==> src/rtl/rstseq_pkg.sv <==
package rstseq_pkg;
  typedef enum logic [2:0] {
    SQ_PWRUP,
    SQ_MCLR,
    SQ_RUN,
    SQ_WDTRST,
    SQ_WAKE
  } seq_state_e;

  typedef enum logic [2:0] {
    ST_NONE,
    ST_CLEAN,
    ST_SLEEP,
    ST_WDT_RUN,
    ST_WDT_SLEEP
  } stat_evt_e;
endpackage

==> src/rtl/rstseq_delay_cnt.sv <==
module rstseq_delay_cnt #(
  parameter int unsigned LIMIT = 1024
) (
  input  logic clk_i,
  input  logic rst_ni,
  input  logic clr_i,
  input  logic tick_i,
  output logic done_o
);
  localparam int unsigned W = (LIMIT > 1) ? $clog2(LIMIT) : 1;
  localparam logic [W-1:0] LAST = W'(LIMIT - 1);

  logic [W-1:0] cnt_q;
  logic         done_q;

  always_ff @(posedge clk_i or negedge rst_ni) begin
    if (!rst_ni) begin
      cnt_q  <= '0;
      done_q <= 1'b0;
    end else if (clr_i) begin
      cnt_q  <= '0;
      done_q <= 1'b0;
    end else if (tick_i && !done_q) begin
      if (cnt_q == LAST) done_q <= 1'b1;
      else               cnt_q  <= cnt_q + 1'b1;
    end
  end

  assign done_o = done_q;

  // the count never passes its limit
  a_r2_cnt_in_range: assert property (@(posedge clk_i) disable iff (!rst_ni)
    cnt_q <= LAST);
  // completion only follows a sampled tick
  a_r3_done_after_tick: assert property (@(posedge clk_i) disable iff (!rst_ni)
    $rose(done_q) |-> $past(tick_i));
endmodule

==> src/rtl/rstseq_status.sv <==
module rstseq_status
  import rstseq_pkg::*;
(
  input  logic      clk_i,
  input  logic      rst_ni,
  input  stat_evt_e evt_i,
  output logic      to_o,
  output logic      pd_o
);
  logic to_q, pd_q;

  always_ff @(posedge clk_i or negedge rst_ni) begin
    if (!rst_ni) begin
      to_q <= 1'b1;
      pd_q <= 1'b1;
    end else begin
      unique case (evt_i)
        ST_CLEAN:     begin to_q <= 1'b1; pd_q <= 1'b1; end
        ST_SLEEP:     begin to_q <= 1'b1; pd_q <= 1'b0; end
        ST_WDT_RUN:   begin to_q <= 1'b0; pd_q <= 1'b1; end
        ST_WDT_SLEEP: begin to_q <= 1'b0; pd_q <= 1'b0; end
        default:      ;
      endcase
    end
  end

  assign to_o = to_q;
  assign pd_o = pd_q;

  // without an event the status pair holds
  a_r11_status_holds: assert property (@(posedge clk_i) disable iff (!rst_ni)
    (evt_i == ST_NONE) |=> ($stable(to_q) && $stable(pd_q)));
endmodule

==> src/rtl/reset_sequencer.sv <==
module reset_sequencer
  import rstseq_pkg::*;
#(
  parameter int unsigned PWRT_TICKS = 1024,
  parameter int unsigned OST_CYCLES = 1024
) (
  input  logic clk_i,
  input  logic por_ok_i,
  input  logic mclr_ni,
  input  logic osc_xtal_i,
  input  logic slow_tick_i,
  input  logic osc_tick_i,
  input  logic wdt_timeout_i,
  input  logic sleeping_i,
  input  logic wake_evt_i,
  input  logic clrwdt_i,
  output logic chip_rst_o,
  output logic wake_done_o,
  output logic to_o,
  output logic pd_o
);
  seq_state_e state_q, state_d;
  stat_evt_e  evt;
  logic       chip_rst_q, wake_done_q;
  logic       pwrt_done, ost_done;
  logic       pwrt_clr, ost_clr, ost_tick;

  assign pwrt_clr = (state_q != SQ_PWRUP) || !mclr_ni;
  assign ost_clr  = !(((state_q == SQ_PWRUP) && mclr_ni) || (state_q == SQ_WAKE));
  assign ost_tick = osc_tick_i && osc_xtal_i;

  rstseq_delay_cnt #(.LIMIT(PWRT_TICKS)) u_pwrt (
    .clk_i  (clk_i),
    .rst_ni (por_ok_i),
    .clr_i  (pwrt_clr),
    .tick_i (slow_tick_i),
    .done_o (pwrt_done)
  );

  rstseq_delay_cnt #(.LIMIT(OST_CYCLES)) u_ost (
    .clk_i  (clk_i),
    .rst_ni (por_ok_i),
    .clr_i  (ost_clr),
    .tick_i (ost_tick),
    .done_o (ost_done)
  );

  always_comb begin
    state_d = state_q;
    evt     = ST_NONE;
    unique case (state_q)
      SQ_PWRUP: begin
        if (mclr_ni && pwrt_done && (ost_done || !osc_xtal_i)) state_d = SQ_RUN;
      end
      SQ_MCLR: begin
        if (mclr_ni) state_d = SQ_RUN;
      end
      SQ_RUN: begin
        if (!mclr_ni) begin
          state_d = SQ_MCLR;
          evt     = sleeping_i ? ST_SLEEP : ST_CLEAN;
        end else if (wdt_timeout_i) begin
          state_d = sleeping_i ? SQ_WAKE : SQ_WDTRST;
          evt     = sleeping_i ? ST_WDT_SLEEP : ST_WDT_RUN;
        end else if (wake_evt_i && sleeping_i) begin
          state_d = SQ_WAKE;
          evt     = ST_SLEEP;
        end else if (clrwdt_i) begin
          evt     = ST_CLEAN;
        end
      end
      SQ_WDTRST: begin
        if (!mclr_ni) begin
          state_d = SQ_MCLR;
          evt     = ST_CLEAN;
        end else begin
          state_d = SQ_RUN;
        end
      end
      SQ_WAKE: begin
        if (!mclr_ni) begin
          state_d = SQ_MCLR;
          evt     = ST_SLEEP;
        end else if (!osc_xtal_i || ost_done) begin
          state_d = SQ_RUN;
        end
      end
      default: state_d = SQ_PWRUP;
    endcase
  end

  always_ff @(posedge clk_i or negedge por_ok_i) begin
    if (!por_ok_i) begin
      state_q     <= SQ_PWRUP;
      chip_rst_q  <= 1'b1;
      wake_done_q <= 1'b0;
    end else begin
      state_q     <= state_d;
      chip_rst_q  <= (state_d == SQ_PWRUP) || (state_d == SQ_MCLR) ||
                     (state_d == SQ_WDTRST);
      wake_done_q <= (state_q == SQ_WAKE) && (state_d == SQ_RUN);
    end
  end

  rstseq_status u_status (
    .clk_i  (clk_i),
    .rst_ni (por_ok_i),
    .evt_i  (evt),
    .to_o   (to_o),
    .pd_o   (pd_o)
  );

  assign chip_rst_o  = chip_rst_q;
  assign wake_done_o = wake_done_q;

  // master clear low always yields reset at the next edge
  a_r5_mclr_forces_rst: assert property (@(posedge clk_i) disable iff (!por_ok_i)
    !mclr_ni |=> chip_rst_o);
  // watchdog reset in normal operation lasts one cycle
  a_r6_wdt_single_cycle: assert property (@(posedge clk_i) disable iff (!por_ok_i)
    (state_q == SQ_WDTRST && mclr_ni) |=> !chip_rst_o);
  // awake watchdog expiry gives reset and status 01
  a_r6_wdt_status: assert property (@(posedge clk_i) disable iff (!por_ok_i)
    (state_q == SQ_RUN && mclr_ni && wdt_timeout_i && !sleeping_i) |=>
    (chip_rst_o && !to_o && pd_o));
  // no reset while leaving sleep
  a_r7_no_rst_in_wake: assert property (@(posedge clk_i) disable iff (!por_ok_i)
    (state_q == SQ_WAKE) |-> !chip_rst_o);
  // crystal wake-up waits for the start-up count
  a_r9_wake_after_ost: assert property (@(posedge clk_i) disable iff (!por_ok_i)
    (wake_done_o && $past(osc_xtal_i)) |-> $past(ost_done));
  // power-up release only after the power-up delay
  a_r3_release_after_pwrt: assert property (@(posedge clk_i) disable iff (!por_ok_i)
    ($fell(chip_rst_o) && $past(state_q == SQ_PWRUP)) |-> $past(pwrt_done));
  // a wake pulse never coincides with reset
  a_r8_wake_not_rst: assert property (@(posedge clk_i) disable iff (!por_ok_i)
    !(wake_done_o && chip_rst_o));
endmodule

==> config.mk <==
export PLATFORM = sky130hd
export DESIGN_NAME = reset_sequencer
export DESIGN_NICKNAME = d
export VERILOG_FILES = /design/src/rtl/rstseq_pkg.sv /design/src/rtl/rstseq_delay_cnt.sv /design/src/rtl/rstseq_status.sv /design/src/rtl/reset_sequencer.sv
export SDC_FILE = /design/constraint.sdc
export NUM_CORES = 1
export LEC_CHECK = 0
export ABC_CLOCK_PERIOD_IN_PS = 2280
export BUFFER_PORTS_ARGS = -buffer_cell sky130_fd_sc_hd__buf_2
export CAP_MARGIN = 20
export CORE_UTILIZATION = 25
export CTS_CLUSTER_SIZE = 20
export DETAILED_ROUTE_END_ITERATION = 16
export GPL_ROUTABILITY_DRIVEN = 0
export SLEW_MARGIN = 20
export SYNTH_ARGS = -nofsm -noshare
export SYNTH_HDL_FRONTEND = slang
export SYNTH_SLANG_ARGS = --single-unit
==> constraint.sdc <==
create_clock -name clk_i -period 2.28 [get_ports clk_i]
set_input_delay 0.114 -clock clk_i [delete_from_list [all_inputs] [get_ports clk_i]]
set_output_delay 0.114 -clock clk_i [all_outputs]
set_load 0.02 [all_outputs]
* Word level (Yosys, flattened, before mapping)
Cells that the tools add are included.
Cells by class: add/sub/neg operators 2, eq/ne operators 17, mux-type cells 32, reductions and logical operators 32
Operator list (count):
- 10-bit two-way mux | 6
- 3-bit two-way mux | 10
- 10-bit by 1-bit adder with 10-bit output (second input constant) | 2
- 10-bit equality test (second input constant) | 2
- 3-bit by 2-bit equality test with 1-bit output (second input constant) | 6
- 3-bit case mux with 5 select lines | 1
- 3-bit by 1-bit equality test with 1-bit output (second input constant) | 3
- 3-bit case mux with 3 select lines | 1
- 1-bit logical AND | 8
- 1-bit two-way mux | 8
- 2-bit two-way mux | 4
- 2-bit AND reduction | 4
- 2-bit nonzero test | 4
- 2-bit OR reduction | 4
- 3-bit equality test (second input constant) | 2
- 3-bit logical NOT | 2
- 1-bit logical OR | 5
- 1-bit logical NOT | 4
- 2-bit by 1-bit != test with 1-bit output (second input constant) | 2
- 2-bit != test (second input constant) | 2
- 1-bit case mux with 2 select lines | 2
- 3-bit nonzero test | 1
Storage, ports and cells: register bits after elaboration 29, output and inout port bits 4, word-level logic and storage cells 92

* Depth between registers and ports, before layout
depth after elaboration 8, gate-level depth with buffers 7, gate-level depth less buffers 5

* Modules after synthesis
A second synthesis with hierarchy kept.
Unflattened totals: cells, all modules 175, area, all modules 1686.6 µm²
By module, submodules not included:
- rstseq_delay_cnt | instances 2, cells an instance 61, area an instance 596.8 µm²
- reset_sequencer | instances 1, cells an instance 43, area an instance 394.1 µm²
- rstseq_status | instances 1, cells an instance 10, area an instance 98.8 µm²

* Worst setup path before layout
No wires, ideal clock.
path kind register to register, start register u_ost.cnt_q[0], end register u_ost.cnt_q[3], library setup time 119 ps, data arrival time 1548 ps, path slack 613 ps, cell stages (with the launch flop) 7, period minus slack after synthesis 1667 ps, cells stage by stage dfrtp_1 -> ha_1 -> nand4_1 -> or3_1 -> clkbuf_1 -> and3_1 -> o21a_1
Between the ends: word-level cells in the longest chain between the ends 4, elaborated cells on any way between the ends 7
RTL lines:
- from (decl) | RTL line rstseq_delay_cnt.sv:13 | logic [W-1:0] cnt_q;
- from (signal assigned) | RTL line rstseq_delay_cnt.sv:25 | else cnt_q <= cnt_q + 1'b1;
- 10-bit by 1-bit adder with 10-bit output | RTL line rstseq_delay_cnt.sv:25
- 10-bit two-way mux | RTL line rstseq_delay_cnt.sv:24 | if (cnt_q == LAST) done_q <= 1'b1;
- 10-bit two-way mux | RTL line rstseq_delay_cnt.sv:23 | end else if (tick_i && !done_q) begin
- 10-bit two-way mux | RTL line rstseq_delay_cnt.sv:20 | end else if (clr_i) begin
Several ways; a longest one is shown, not always the timed one. The select of a mux whose other input is x is not followed. A chain may end at the register's enable or synchronous reset.

* Worst setup path in the final report
Same ends and word-level chain as after synthesis.

==> metrics.yaml <==
run_status: "finished, final reports clean"
timing.reg2reg.setup_slack_ns: 0.47
total_area_of_multi_input_combinational_cells_um2: 890
grt_setup_unrepaired: "no"
vias_in_the_first_global_route: 1473
grt_use_total_pct: 12.1
routed_via_density: 5.32
cts.repair_timing.setup_buffer_count: 0
final_max_slew_viol_count: 0
max_freq_mhz: 552
io_count: 14
synth.avg_cell_area_um2: 9.08
ys.flop_type: "sky130_fd_sc_hd__dfrtp_1"
netlist.area_leader.share_pct: 38.3
path_max_fanout: 8
final_area_um2: 1930
min_period_ns: 1.81
dpl_cell_area_um2: 1830
port_buffers: 13
syn_warnings: 0
worstSkewPairLatency_ns: 0.28
nFillCells: 689
timing.rr.end: "u_ost.cnt_q[3]"
start_util_pct: 26.3
finalNetCount: 215
ant_nets: 0
synth_top_family_by_area: "simple AND/OR/NAND/NOR gates"
detailroute.via_count: 1494
total_leakage_power_nw: 0.811
critical_path_class: "reg2reg"
worst_ep_required_time_ns: 2.45
final_cell_count_no_fill: 281
dp.cells: 272
antenna_found_initial: 0
synthDistinctLibCells: 49
yosysTopAreaCell: "sky130_fd_sc_hd__dfrtp_1"
synth_fa_ha_area_share_pct: 1.47
worst_clock_skew_ns: 0.00783
hold_path.class: "in2reg"
die_w_um: 84.4
synth-compound-area-share_pct: 20.6
timing.reg2reg.worst_path_depth: 5
area_growth_syn_to_layout_pct: 13.4
wl_mm: 3.74
cts_hold_buf: 1
critical_path_arrival_ns: 1.98
drt_drc_violations_left: 0
setup.worst_path.end_class: "flop"
final.setup.tns_ns: 0
rr_startpoint: "u_ost.cnt_q[0]"
min_delay_path_depth: 3
cts.htree.levels: 2
tightest_pin_transition_ns: 0.670
pre_cts_slack_ns: 0.478
power_density_nw_per_um2: 791
postSynth.asyncResetShare_pct: 100
maximum_number_of_pins_on_one_net_before_global_route_repair: 30
design.die.area_um2: 7130
fin_ws_ns: 0.468
synth_fp_nets: 199
cts.sinks: 29
cts_root_buf: "sky130_fd_sc_hd__clkbuf_8"
hpwlAfterDp_mm: 2.67
synth_edf_count: 0
max_cap_violations: 0
critical_path.startpoint_type: "flop"
ys_ff_latch: 29
insertedDiodeCount: 0
clk_pin_slew_ns: 0.07
post_synth_mux_area_share_pct: 1.77
timing_hold_violations_final: 0
yosys-top-cells-area: "sky130_fd_sc_hd__dfrtp_1 38%, sky130_fd_sc_hd__dfstp_2 4.6%, sky130_fd_sc_hd__nand2_1 3.8%, sky130_fd_sc_hd__a21oi_1 3.2%, sky130_fd_sc_hd__nand3_1 2.7%"
ys_seq_area_share_pct: 43.0
syn_std_cell_area_um2: 1700
worst_ir_drop_vdd_mv: 0.253
hold_path_end: "u_pwrt.done_o"
tritoncts.num_buffers: 5
global_route_wire_length_before_repair_mm: 6.86
tritoncts: "yes"
worst_hold_startpoint: "slow_tick_i"
layout-drive-gt1-share_pct: 16.7
floorplan.die.height_um: 84.4
relative_slew_margins_pct: 55.3
syn-instance-count: 187
core_area_um2: 6460
area.sequential_um2: 729
clock_tree.buffer_depth: 2
synth-xor-area-share_pct: 1.03
power_mw: 1.52
drt_first_iter_violations: 60
drtPass1Iterations: 4
postCtsResizedCells: 0
setup_viol_count_final: 0
placementRows: 29
final.period_utilization_pct: 79.5
synthSimpleGateAreaFrac_pct: 27.6
overflow: 0
drt-wirelength-per-cell_um: 13.3
-- worst max path at each step --
stage                         from  depth (start not counted)             end
finish              u_ost.cnt_q[0]                          5  u_ost.cnt_q[3]
global route        u_ost.cnt_q[0]                          5  u_ost.cnt_q[5]
CTS                 u_ost.cnt_q[0]                          5  u_ost.cnt_q[3]
detailed placement  u_ost.cnt_q[0]                          5  u_ost.cnt_q[3]
global placement    u_ost.cnt_q[0]                          5  u_ost.cnt_q[3]
floorplan           u_ost.cnt_q[0]                          6  u_ost.cnt_q[3]
-- layer usage --
metal	vias to the layer above	track usage [%]	routed length (um)
met5	-	0	0
met4	0	4.93	54
met3	7	3.34	173
met2	41	20.0	1820
met1	721	15.0	1690
li1	725	-	-
-- cell families (layout without fill, tap and decap cells) --
group / count (synthesis) / in the layout
AOI/OAI and AO/OA: 50 / 50
adders and majority gates: 2 / 2
xor gates and xnor gates: 2 / 2
DFF: 29 / 29
buffers and inverters: 17 / 34
and+or+nand+nor: 84 / 84
muxes: 3 / 3
-- layout make-up --
cell class              instances  area share (%)
well taps                      77            5.00
inverters                      10            1.95
multi-input cells             141            46.2
repair buffers                 16            4.68
clock inverters                 2           0.520
clock buffers                   6            3.77
flip-flops and latches         29            37.9
-- layout by cell type (no fill, tap or decap), drive strengths merged, types with 4 or more instances in the layout --
master | netlist | routed
nor2 | 11 | 11
and3 | 7 | 7
a21oi | 11 | 11
nand2 | 17 | 17
or3 | 8 | 8
dfrtp | 26 | 26
nor3 | 4 | 4
o21ai | 13 | 13
inv | 10 | 10
clkbuf | 3 | 6
a31oi | 4 | 4
nand4 | 7 | 7
buf | 4 | 15
nand3 | 9 | 9
-- power breakdown --
| group | leakage, nW | total [mW] | switching (mW) | internal [mW] |
|---|---|---|---|---|
| registers | 0.391 | 0.667 | 0.0662 | 0.601 |
| logic | 0.375 | 0.440 | 0.272 | 0.168 |
| clock network | 0.0450 | 0.415 | 0.204 | 0.211 |
-- cell usage after synthesis, drive strengths merged (2+ instances only) --
cell type and number:
ha 2, o31ai 2, and3 7, nand4b 2, inv 10, a31oi 4
o32ai 2, nor2 11, or4 3, o211ai 3, nand4 7, or2 3
nor2b 3, nand2 17, xor2 2, and3b 2, o32a 2, clkbuf 3
a21boi 2, o2111ai 2, o311ai 2, dfrtp 26, or3 8, nand2b 3
mux2i 3, nand3 9, dfstp 3, nor3 4, o21ai 13, buf 4
a21oi 11, o21a 3
-- state kept, by name (all words and copies together) (netlist names) --
signal,flops
u_pwrt.done_o,1
u_status.to_o,1
chip_rst_o,1
wake_done_o,1
state_q,3
u_pwrt.cnt_q,10
u_ost.cnt_q,10
u_status.pd_o,1
u_ost.done_o,1
-- per-stage QoR --
stage,hold slack (ns),util [%]
after floorplan,-0.182,-
after global placement,0.187,28.4
after detailed placement,0.203,28.4
after CTS,0.124,29.8
after global routing,0.142,29.8
final,0.134,29.8
-- critical path, cell delays in order, from the launching register on --
cell	delay, ns
sky130_fd_sc_hd__dfrtp_1	0.38
sky130_fd_sc_hd__ha_1	0.25
sky130_fd_sc_hd__nand4_1	0.18
sky130_fd_sc_hd__or3_1	0.51
sky130_fd_sc_hd__and3_1	0.22
sky130_fd_sc_hd__o21a_1	0.16
Note: power is estimated with default switching activity, not from simulation.
